`config.mk`:
```
export PLATFORM = sky130hd
export DESIGN_NAME = dual_phase_synth
export DESIGN_NICKNAME = d
export VERILOG_FILES = /design/src/rtl/dual_phase_synth.sv
export SDC_FILE = /design/constraint.sdc
export NUM_CORES = 1
export LEC_CHECK = 0
export BUFFER_PORTS_ARGS = -buffer_cell sky130_fd_sc_hd__buf_2
export CAP_MARGIN = 20
export CORE_MARGIN = 8
export CORE_UTILIZATION = 55
export DETAILED_ROUTE_END_ITERATION = 6
export PLACE_DENSITY_LB_ADDON = 0.1
export SLEW_MARGIN = 20
export SYNTH_ARGS = -nofsm -noshare
export SYNTH_HDL_FRONTEND = slang
export SYNTH_SLANG_ARGS = --single-unit
```
`constraint.sdc`:
```
create_clock -name clk -period 4.5 [get_ports clk]
set_input_delay 0.225 -clock clk [delete_from_list [all_inputs] [get_ports clk]]
set_output_delay 0.225 -clock clk [all_outputs]
set_load 0.01 [all_outputs]
```
`src/rtl/dual_phase_synth.sv`:
```
module dual_phase_synth #(
  parameter int ACC_W  = 32,
  parameter int CODE_W = 4
) (
  input  logic              clk,
  input  logic              rst,
  input  logic [ACC_W-1:0]  tune_word,
  input  logic [ACC_W-1:0]  offset_word,
  input  logic              offset_load,
  output logic              fwd_clk,
  output logic              fwd_edge,
  output logic [CODE_W-1:0] fwd_frac,
  output logic [ACC_W-1:0]  fwd_phase,
  output logic              fbk_clk,
  output logic              fbk_edge,
  output logic [CODE_W-1:0] fbk_frac,
  output logic [ACC_W-1:0]  fbk_phase
);
  localparam int TOP     = ACC_W - 1;
  localparam int CODE_HI = TOP - 1;
  localparam int CODE_LO = TOP - CODE_W;

  logic [ACC_W-1:0]  fwd_acc, fbk_acc;
  logic [ACC_W-1:0]  fbk_add;
  logic              fwd_top_q, fbk_top_q;
  logic [CODE_W-1:0] fwd_code_q, fbk_code_q;
  logic              fwd_flip, fbk_flip;

  assign fbk_add = offset_load ? offset_word : '0;

  always_ff @(posedge clk) begin
    if (rst) begin
      fwd_acc <= '0;
      fbk_acc <= '0;
    end else begin
      fwd_acc <= fwd_acc + tune_word;
      fbk_acc <= fbk_acc + tune_word + fbk_add;
    end
  end

  always_ff @(posedge clk) begin
    if (rst) begin
      fwd_top_q  <= 1'b0;
      fbk_top_q  <= 1'b0;
      fwd_code_q <= '0;
      fbk_code_q <= '0;
    end else begin
      fwd_top_q <= fwd_acc[TOP];
      fbk_top_q <= fbk_acc[TOP];
      if (fwd_flip) fwd_code_q <= fwd_acc[CODE_HI:CODE_LO];
      if (fbk_flip) fbk_code_q <= fbk_acc[CODE_HI:CODE_LO];
    end
  end

  assign fwd_flip  = fwd_acc[TOP] ^ fwd_top_q;
  assign fbk_flip  = fbk_acc[TOP] ^ fbk_top_q;

  assign fwd_clk   = fwd_acc[TOP];
  assign fbk_clk   = fbk_acc[TOP];
  assign fwd_edge  = fwd_acc[TOP] & ~fwd_top_q;
  assign fbk_edge  = fbk_acc[TOP] & ~fbk_top_q;
  assign fwd_frac  = fwd_flip ? fwd_acc[CODE_HI:CODE_LO] : fwd_code_q;
  assign fbk_frac  = fbk_flip ? fbk_acc[CODE_HI:CODE_LO] : fbk_code_q;
  assign fwd_phase = fwd_acc;
  assign fbk_phase = fbk_acc;


  fwd_step_chk: assert property (@(posedge clk) disable iff (rst)
    !$past(rst) |-> fwd_phase == $past(fwd_phase) + $past(tune_word));


  zero_tune_static_chk: assert property (@(posedge clk) disable iff (rst)
    (!$past(rst) && $past(tune_word) == '0 && !$past(offset_load))
      |-> ($stable(fwd_phase) && $stable(fbk_phase)));


  freq_lock_chk: assert property (@(posedge clk) disable iff (rst)
    !offset_load |=> (fbk_phase - fwd_phase) == $past(fbk_phase - fwd_phase));


  reset_clear_chk: assert property (@(posedge clk)
    $past(rst) |-> (fwd_phase == '0 && fbk_phase == '0));


  fwd_edge_pulse_chk: assert property (@(posedge clk) disable iff (rst)
    fwd_edge |=> !fwd_edge);


  fbk_edge_rise_chk: assert property (@(posedge clk) disable iff (rst)
    !$past(rst) |-> (fbk_edge == (fbk_clk && !$past(fbk_clk))));


  frac_hold_chk: assert property (@(posedge clk) disable iff (rst)
    (!$past(rst) && $stable(fwd_clk)) |-> $stable(fwd_frac));
endmodule

```
==> results of run 1 <==
## flip-flops by register name, indices dropped and copies added, names as in the netlist
register / cells
fwd_top_q: 1
fwd_code_q: 4
fbk_top_q: 1
fbk_code_q: 4
fwd_phase: 32
fbk_phase: 32
## report_power, final
part / internal (mW) / switching, mW / leakage, nW
Clock: 0.226 / 0.269 / 0.0834
Sequential: 0.920 / 0.188 / 0.615
Combinational: 1.47 / 1.89 / 2.72
Total: 2.62 / 2.34 / 3.42
## kinds of logic (layout without fill, tap and decap cells)
kind of cell | after synthesis | after routing | synth area share, %
AOI/OAI and AO/OA | 169 | 169 | 17.8
buffers and inverters | 37 | 169 | 3.15
xor gates and xnor gates | 54 | 54 | 7.78
adders and majority gates | 96 | 96 | 23.8
and+or+nand+nor | 255 | 255 | 20.3
muxes | 14 | 14 | 2.66
DFF | 74 | 74 | 24.4
## cells in the final DEF (no fill, tap or decap), types with 5 or more instances in the layout
| master | synthesis | layout |
|---|---|---|
| a31oi_1 | 6 | 6 |
| o21ai_1 | 7 | 7 |
| nor2_1 | 92 | 92 |
| mux2_2 | 12 | 12 |
| o211ai_1 | 9 | 9 |
| and2_1 | 33 | 33 |
| inv_1 | 11 | 11 |
| nor2b_1 | 26 | 26 |
| xor2_1 | 24 | 24 |
| ha_1 | 63 | 63 |
| xnor2_1 | 30 | 30 |
| nand3_1 | 17 | 17 |
| nand2_1 | 48 | 48 |
| buf_2 | 0 | 142 |
| nand4_1 | 10 | 10 |
| o21a_1 | 5 | 5 |
| a21oi_1 | 58 | 58 |
| dfxtp_1 | 74 | 74 |
| a211oi_1 | 7 | 7 |
| o21ai_0 | 24 | 24 |
| a21o_1 | 26 | 26 |
| and3_1 | 6 | 6 |
| clkbuf_8 | 0 | 11 |
| fa_1 | 33 | 33 |
| nor3_1 | 9 | 9 |
## metrics by stage
stage	std cells	setup WS (ps)	utilization, %
2_1_floorplan	699	1340	-
3_3_place_gp	956	795	63.2
3_5_place_dp	956	706	63.2
4_1_cts	971	1120	64.8
5_1_grt	971	907	64.8
6_report	971	1130	64.8
## worst min path at each step
stage	start	end	slack (ps)
floorplan	tune_word[0]	fwd_phase[0]	460
global placement	fwd_phase[31]	fwd_top_q	530
detailed placement	fwd_phase[31]	fwd_top_q	530
CTS	tune_word[0]	fwd_phase[0]	190
global route	tune_word[0]	fwd_phase[0]	220
finish	tune_word[0]	fwd_phase[0]	210
## critical path, cell delays in order
cell     delay, ps
buf_2          400
and2_1         220
fa_1           420
ha_1           240
fa_1           410
a21oi_1        220
o22ai_1        140
nor4_2         310
or3_1          200
or3b_1         400
a21oi_1        200
xor2_1         150
nor2_1          50
## area by class of cell
class	instances	area [um2]	share of cell area, %
multi-input combinational	588	4400	62.9
sequential	74	1480	21.2
timing repair buffer	143	718	10.3
tap	140	175	2.50
clock buffer	11	151	2.16
inverter	11	41.3	0.590
clock inverter	4	27.5	0.393
## per-layer routing
layer / track usage (%) / vias to the layer above
met5: 0 / -
met4: 7.81 / 0
met3: 4.56 / 18
met2: 38.1 / 183
met1: 28.1 / 2647
li1: - / 2710
==> flow_metrics.tcl, run 1 <==
set metrics [dict create \
    power_density_nw_per_um2 709 \
    yosysWarnings 0 \
    dp_hpwl_um 13200 \
    rr_worst_depth 11 \
    rsz0062_at_grt "false" \
    ctsResizeCount 0 \
    die-height_um 121 \
    h-tree-depth 3 \
    syn_avg_cell_area_um2 8.69 \
    yosys-top-cells-area "dfxtp_1, ha_1, fa_1, nor2_1, a21oi_1" \
    fin_tns_setup_ps 0 \
    cts_hold_buffers 0 \
    ys_ff_latch 74 \
    r2r-end "fbk_phase[23]" \
    holdWs_ps 213 \
    critPathLaunchType "input port" \
    cts_buffers 9 \
    chipWidth_um 121 \
    maxSlewViolCount 0 \
    finalCritPeriodShare_pct 74.9 \
    cp-startpoint "offset_load" \
    grt-ovfl-total 0 \
    vias 5558 \
    area_delta_synth_final_pct 15.2 \
    io_pins 143 \
    arrival_ps 3600 \
    peakVddDrop_mv 0.336 \
    cts.sinks 74 \
    antenna_found_initial 0 \
    cts-root-buf "clkbuf_8" \
    synthArstFlopShare_pct 0 \
    synth_cells 699 \
    setup.worst_path.end "fbk_phase[23]" \
    wirelength_um 16200 \
    synth.net_count 862 \
    skew_ps 11.1 \
    gp_congestion 0.893 \
    dr_wl_met2_um 7810 \
    detail-route-antenna-nets 0 \
    cts_tree "yes" \
    grt_max_degree 53 \
    placed_cell_area_um2 6820 \
    finalSetupViolCount 0 \
    r2r_start "fbk_phase[1]" \
    syn-cell-area_um2 6080 \
    met1_length_um 7030 \
    relSlewSlack_pct 34.1 \
    worstMarginPinSlew_ps 988 \
    route.met3.wl_um 1090 \
    fillers 929 \
    cp_max_fo 32 \
    hold_path_class "in -> reg" \
    hold_viol 0 \
    top_layer "met4" \
    core_area_um2 10800 \
    ys.flop_type "dfxtp_1" \
    min_period_ps 3370 \
    ys_seq_area_share_pct 24.4 \
    n_antenna_cell 0 \
    final_area_um2 7000 \
    yosysTopAreaCell "dfxtp_1" \
    crit_type "in -> reg" \
    routed_via_density 5.72 \
    grt_pass1_wl_um 27000 \
    max_freq_ghz 0.297 \
    synthTopCellsByCount "nor2_1, dfxtp_1, ha_1" \
    grt_usage_pct 22.6 \
    drc_errors 0 \
    drive_gt1_share_pct 21.8 \
    rows 38 \
    die_area_um2 14700 \
    cap_violations 0 \
    clk_latency_ps 370 \
    synth_top_area_share_pct 24.4 \
    portBuffers 142 \
    drt-wirelength-per-cell_um 16.7 \
    p_leak_nw 3.42 \
    yosysUniqueCellTypes 61 \
    drtPass1Iterations 7 \
    hold_path_depth 3 \
    cts_setup_buffers 0 \
    cp.required_ps 4730 \
    grt_pass1_vias 5683 \
    end_kind "flop" \
    rrSetupSlack_ps 1240 \
    synth_most_common_cell "nor2_1" \
    total_power_mw 4.96 \
    start_util_pct 56.3 \
    initialDrtViolationCount 573 \
    synth_edf_count 0 \
    clkTransAtPathRegs_ps 80 \
    nets 990 \
    status "finished, final reports clean" \
    clockBufferDepth 2 \
]
(Power assumes the default switching activity.)
==> inputs of run 2 (changes only) <==
--- a/config.mk
+++ b/config.mk
@@ -5,10 +5,11 @@
 export SDC_FILE = /design/constraint.sdc
 export NUM_CORES = 1
 export LEC_CHECK = 0
+export ABC_AREA = 1
 export BUFFER_PORTS_ARGS = -buffer_cell sky130_fd_sc_hd__buf_2
 export CAP_MARGIN = 20
 export CORE_MARGIN = 8
-export CORE_UTILIZATION = 55
+export CORE_UTILIZATION = 57
 export DETAILED_ROUTE_END_ITERATION = 6
 export PLACE_DENSITY_LB_ADDON = 0.1
 export SLEW_MARGIN = 20
==> constraint.sdc (replaced) <==
create_clock -name clk -period 3.2 [get_ports clk]
set_input_delay 0.16 -clock clk [delete_from_list [all_inputs] [get_ports clk]]
set_output_delay 0.16 -clock clk [all_outputs]
set_load 0.01 [all_outputs]
==> flow_metrics.tcl, run 2 <==
set metrics [dict create \
    antenna_found_initial 0 \
    start_util_pct 58.4 \
    io_pins 143 \
    arrival_ps 2790 \
    cts-root-buf "clkbuf_16" \
    r2r-end "fbk_phase[17]" \
    total_power_mw 7.75 \
    crit_buf_inv 0 \
    rr_worst_depth 11 \
    clkTransAtPathRegs_ps 60 \
    nets 1553 \
    yosysWarnings 0 \
    stdcell_count 1567 \
    setup.worst_path.end "fbk_phase[17]" \
    mostFrequentLayoutCell "nand2_1" \
    synth_top_area_share_pct 24.0 \
    synth_cells 1247 \
    die_area_um2 16900 \
    ys_ff_latch 74 \
    chipWidth_um 130 \
    critPathLaunchType "flop" \
    grt-ovfl-total 0 \
    crit_type "reg -> reg" \
    cpPeakStageDelay_ps 470 \
    drtPass1Iterations 5 \
    cts_buffers 9 \
    hold_path_class "in -> reg" \
    skew_ps 7.75 \
    detail-route-antenna-nets 0 \
    initialDrtViolationCount 561 \
    synth_most_common_cell "nand2_1" \
    vias 7761 \
    grt_max_degree 31 \
    cp.depth 11 \
    place_inst 1551 \
    drive_gt1_share_pct 14.2 \
    crit_family "adder cells" \
    yosysUniqueCellTypes 28 \
    cp_max_fo 4 \
    area_delta_synth_final_pct 15.6 \
    ys.flop_type "dfxtp_1" \
    ctsResizeCount 0 \
    relSlewSlack_pct 71.4 \
    h-tree-depth 3 \
    synthArstFlopShare_pct 0 \
    cp.required_ps 3430 \
    peakVddDrop_mv 0.542 \
    max_freq_ghz 0.391 \
    clockBufferDepth 2 \
    grt_pass1_wl_um 34500 \
    syn-cell-area_um2 7410 \
    cp-startpoint "fbk_phase[1]" \
    end_kind "flop" \
    ys_seq_area_share_pct 20.0 \
    yosys-top-cells-area "nand2_1, dfxtp_1, inv_1, ha_1, fa_1" \
    grt_pass1_vias 7241 \
    dp_hpwl_um 18400 \
    cts_hold_buffers 0 \
    gp_congestion 0.998 \
    maxSlewViolCount 0 \
    cts_tree "yes" \
    p_leak_nw 5.42 \
    clk_latency_ps 360 \
    n_antenna_cell 0 \
    portBuffers 142 \
    yosysTopAreaCell "nand2_1" \
    core_area_um2 12700 \
    rsz0062_at_grt "false" \
    final_cell_mix "nand2_1, inv_1, nor2_1, buf_2, a21oi_1" \
    min_period_ps 2560 \
    cap_violations 0 \
    drt-wirelength-per-cell_um 13.9 \
    hold_viol 0 \
    die-height_um 130 \
    syn_avg_cell_area_um2 5.94 \
    rrSetupSlack_ps 640 \
    critPathSlowestCell "fa_1" \
    power_density_nw_per_um2 905 \
    wirelength_um 21800 \
    worstMarginPinSlew_ps 430 \
    synth.net_count 1410 \
    status "finished, final reports clean" \
    r2r_start "fbk_phase[1]" \
    cts_setup_buffers 0 \
    cp_cell_sequence "fa_1, ha_1, fa_1, nand3_1, nand3_1, nand2_1, nand3_1, nand2_1, nand2_1, o21ai_0, a21oi_1" \
    finalSetupViolCount 0 \
    final_util_pct 67.6 \
    grt_usage_pct 26.4 \
    drc_errors 0 \
    synthTopCellsByCount "nand2_1, inv_1, nor2_1" \
    rows 41 \
    synth_edf_count 0 \
    routed_via_density 4.95 \
    finalCritPeriodShare_pct 80.0 \
    fin_tns_setup_ps 0 \
    cts.sinks 74 \
]
## run 2: changes by cell type in the layout (fill, tap and decap cells not counted), sizes merged, moves of 25 or more
cell   previous run  this run
nor2b            26         0
inv              11       247
nor2             92       146
a21o             26         1
xnor2            30         4
nand2            48       490
and2             33         1
## run 2: worst min-delay path by stage
| stage | startpoint | endpoint | slack (ps) | depth (start not counted) |
|---|---|---|---|---|
| finish | tune_word[0] | fwd_phase[0] | 160 | 4 |
| floorplan | tune_word[0] | fwd_phase[0] | 390 | 3 |
| global route | tune_word[0] | fwd_phase[0] | 190 | 4 |
| global placement | fbk_code_q[2] | fbk_code_q[2] | 450 | 2 |
| CTS | tune_word[0] | fwd_phase[0] | 160 | 4 |
| detailed placement | fwd_code_q[2] | fwd_code_q[2] | 460 | 2 |
## run 2: kinds of logic after synthesis
logic type	count (synthesis)	synth area share [%]
xor gates and xnor gates	6	0.710
AOI/OAI and AO/OA	115	8.01
adders and majority gates	96	19.6
and+or+nand+nor	697	38.4
DFF	74	20.0
buffers and inverters	259	13.3
## run 2: metal layers
layer	part of all wire, %	wire length (um)	GRT usage, %
met1	44	9600	32.9
met2	48	10500	45.3
met3	5.2	1140	4.53
met4	2.7	593	8.95
met5	0	0	0
## run 2: worst reg2reg max path, delay by kind of cell (launching register included)
family	cells	cell delay (ps)
simple gates	6	680
compound gates	2	220
flops	1	360
fa+ha+maj	3	1190
## run 2: stage by stage
step	area, um2	setup slack (ps)	hold slack, ps
after floorplan	7410	791	389
after global placement	8290	349	451
after detailed placement	8290	295	457
after CTS	8560	662	157
after global routing	8560	404	189
final	8560	640	164
## run 2: final cells by class
| class | instances | area [um2] |
|---|---|---|
| sequential | 74 | 1480 |
| multi-input combinational | 914 | 4940 |
| clock buffer | 9 | 225 |
| fill | 1239 | 4110 |
| tap | 172 | 215 |
| clock inverter | 7 | 45.0 |
| inverter | 246 | 923 |
| timing repair buffer | 145 | 733 |
## run 2: power by group
| group | internal [mW] | switching [mW] |
|---|---|---|
| combinational | 1.84 | 3.40 |
| clock | 0.523 | 0.440 |
| sequential | 1.29 | 0.261 |
| total | 3.65 | 4.10 |
==> inputs of run 3 (changes only) <==
--- a/config.mk
+++ b/config.mk
@@ -5,11 +5,11 @@
 export SDC_FILE = /design/constraint.sdc
 export NUM_CORES = 1
 export LEC_CHECK = 0
-export ABC_AREA = 1
+export ABC_AREA = 0
 export BUFFER_PORTS_ARGS = -buffer_cell sky130_fd_sc_hd__buf_2
 export CAP_MARGIN = 20
 export CORE_MARGIN = 8
-export CORE_UTILIZATION = 57
+export CORE_UTILIZATION = 55
 export DETAILED_ROUTE_END_ITERATION = 6
 export PLACE_DENSITY_LB_ADDON = 0.1
 export SLEW_MARGIN = 20
==> constraint.sdc (replaced) <==
create_clock -name clk -period 2.7 [get_ports clk]
set_input_delay 0.135 -clock clk [delete_from_list [all_inputs] [get_ports clk]]
set_output_delay 0.135 -clock clk [all_outputs]
set_load 0.01 [all_outputs]
==> flow_metrics.tcl, run 3 (synthesis gave the netlist of run 1 again) <==
set metrics [dict create \
    status "finished with violations" \
    violations "negative setup slack" \
    fin_tns_setup_ps -790 \
    final_cell_mix "buf_2, buf_4, nor2_1, dfxtp_1, ha_1" \
    grt_pass1_wl_um 29300 \
    skew_ps 10.8 \
    fin_ws_ps -223 \
    r2r_start "fbk_phase[1]" \
    end_kind "flop" \
    cts-root-buf "clkbuf_8" \
    cts_hold_buffers 0 \
    nets 1121 \
    crit_buf_inv 0 \
    relSlewSlack_pct 46.5 \
    peakVddDrop_mv 0.635 \
    portBuffers 142 \
    drtPass1Iterations 5 \
    cp_cell_sequence "fa_1, ha_2, fa_2, a21oi_4, o22ai_4, nor4_4, or3_4, or3b_4, a21oi_2, xor2_1, nor2_1" \
    grt-busiest-layer "met2" \
    critPathSlowestCell "fa_1" \
    antenna_found_initial 0 \
    cts_tree "yes" \
    finalSetupViolCount 10 \
    grt-ovfl-total 0 \
    cpPeakStageDelay_ps 450 \
    clockBufferDepth 2 \
    min_from "tune_word[0]" \
    cp.required_ps 2930 \
    rows 38 \
    die_area_um2 14700 \
    place_inst 1078 \
    routed_via_density 5.54 \
    mostFrequentLayoutCell "buf_2" \
    hold_path_depth 3 \
    critPathLaunchType "flop" \
    clkTransAtPathRegs_ps 80 \
    cp_max_fo 2 \
    drt-wirelength-per-cell_um 16.9 \
    crit_type "reg -> reg" \
    met3_usage_pct 4.05 \
    drive_gt1_share_pct 39.5 \
    die-height_um 121 \
    grt_max_degree 44 \
    max_freq_ghz 0.342 \
    min_period_ps 2920 \
    grt_use_met1_pct 28.7 \
    finalCritPeriodShare_pct 108 \
    wirelength_um 18600 \
    cts_buffers 9 \
    initialDrtViolationCount 337 \
    start_util_pct 56.3 \
    dp_hpwl_um 14400 \
    r2r-end "fbk_phase[23]" \
    grt_pass1_vias 6315 \
    cp.depth 11 \
    detail-route-antenna-nets 0 \
    chipWidth_um 121 \
    met2_usage_pct 43.9 \
    core_area_um2 10800 \
    rr_worst_depth 11 \
    power_density_nw_per_um2 1240 \
    hold_path_class "in -> reg" \
    hold_end "fwd_phase[0]" \
    stdcell_count 1103 \
    gp_congestion 0.919 \
    final_util_pct 78.6 \
    grt_usage_pct 24.8 \
    clk_latency_ps 380 \
    maxSlewViolCount 0 \
    cts.sinks 74 \
    cap_violations 0 \
    rsz0062_at_grt "true" \
    h-tree-depth 3 \
    crit_family "adder cells" \
    p_leak_nw 4.16 \
    arrival_ps 3160 \
    n_antenna_cell 0 \
    vias 6106 \
    rrSetupSlack_ps -220 \
    area_delta_synth_final_pct 39.6 \
    hold_viol 0 \
    worstMarginPinSlew_ps 803 \
    io_pins 143 \
    drc_errors 0 \
]
[run 3: changes by cell type in the layout (fill, tap and decap cells not counted), sizes merged, moves of 32 or more]
cell / previous run / this run
inv: 247 / 11
buf: 145 / 274
nor2: 146 / 92
and2: 1 / 33
nand2: 490 / 48
[run 3: metal layers]
layer / vias up / wire length (um)
met5: - / 0
met4: 0 / 476
met3: 34 / 994
met2: 206 / 9320
met1: 2885 / 7820
li1: 2981 / -
[run 3: report_power, final]
| part | internal (mW) | switching (mW) | total (mW) |
|---|---|---|---|
| logic | 3.83 | 3.95 | 7.78 |
| registers | 1.54 | 0.297 | 1.84 |
| clock network | 0.476 | 0.456 | 0.932 |
| total | 5.85 | 4.71 | 10.6 |
[run 3: through the flow]
stage	setup slack (ps)	total power, mW	hold WS (ps)	instance area, um2
global placement	-397	8.51	484	7800
floorplan	-217	6.16	369	6160
CTS	-303	10.2	107	8310
finish	-223	10.6	132	8480
global route	-343	11.3	122	8480
detailed placement	-484	8.70	495	7800
[run 3: worst register-to-register path, cell delays in order, from the launching register on]
cell and delay [ps]:
dfxtp_2 330, fa_1 450, ha_2 200, fa_2 390, a21oi_4 190, o22ai_4 100, nor4_4 230, or3_4 170
or3b_4 380, a21oi_2 140, xor2_1 150, nor2_1 50
[run 3: worst max-delay path by stage]
stage                       from            end
finish              fbk_phase[1]  fbk_phase[23]
global route        fbk_phase[1]  fbk_phase[23]
global placement     offset_load  fbk_phase[23]
floorplan            offset_load  fbk_phase[23]
detailed placement   offset_load  fbk_phase[23]
CTS                 fbk_phase[1]  fbk_phase[23]
[run 3: cell type report]
cell class | count | area [um2]
Tap cell | 140 | 175
Clock buffer | 12 | 155
Inverter | 11 | 41.3
Timing Repair Buffer | 274 | 1730
Sequential cell | 74 | 1490
Clock inverter | 4 | 50.0
Multi-Input combinational cell | 588 | 4840
Fill cell | 768 | 2310
[run 3: timing repair]
action	CTS	global route
endpoints found under the setup margin	22	23
pin swaps	41	30
resized for setup	54	24
setup buffers	6	5
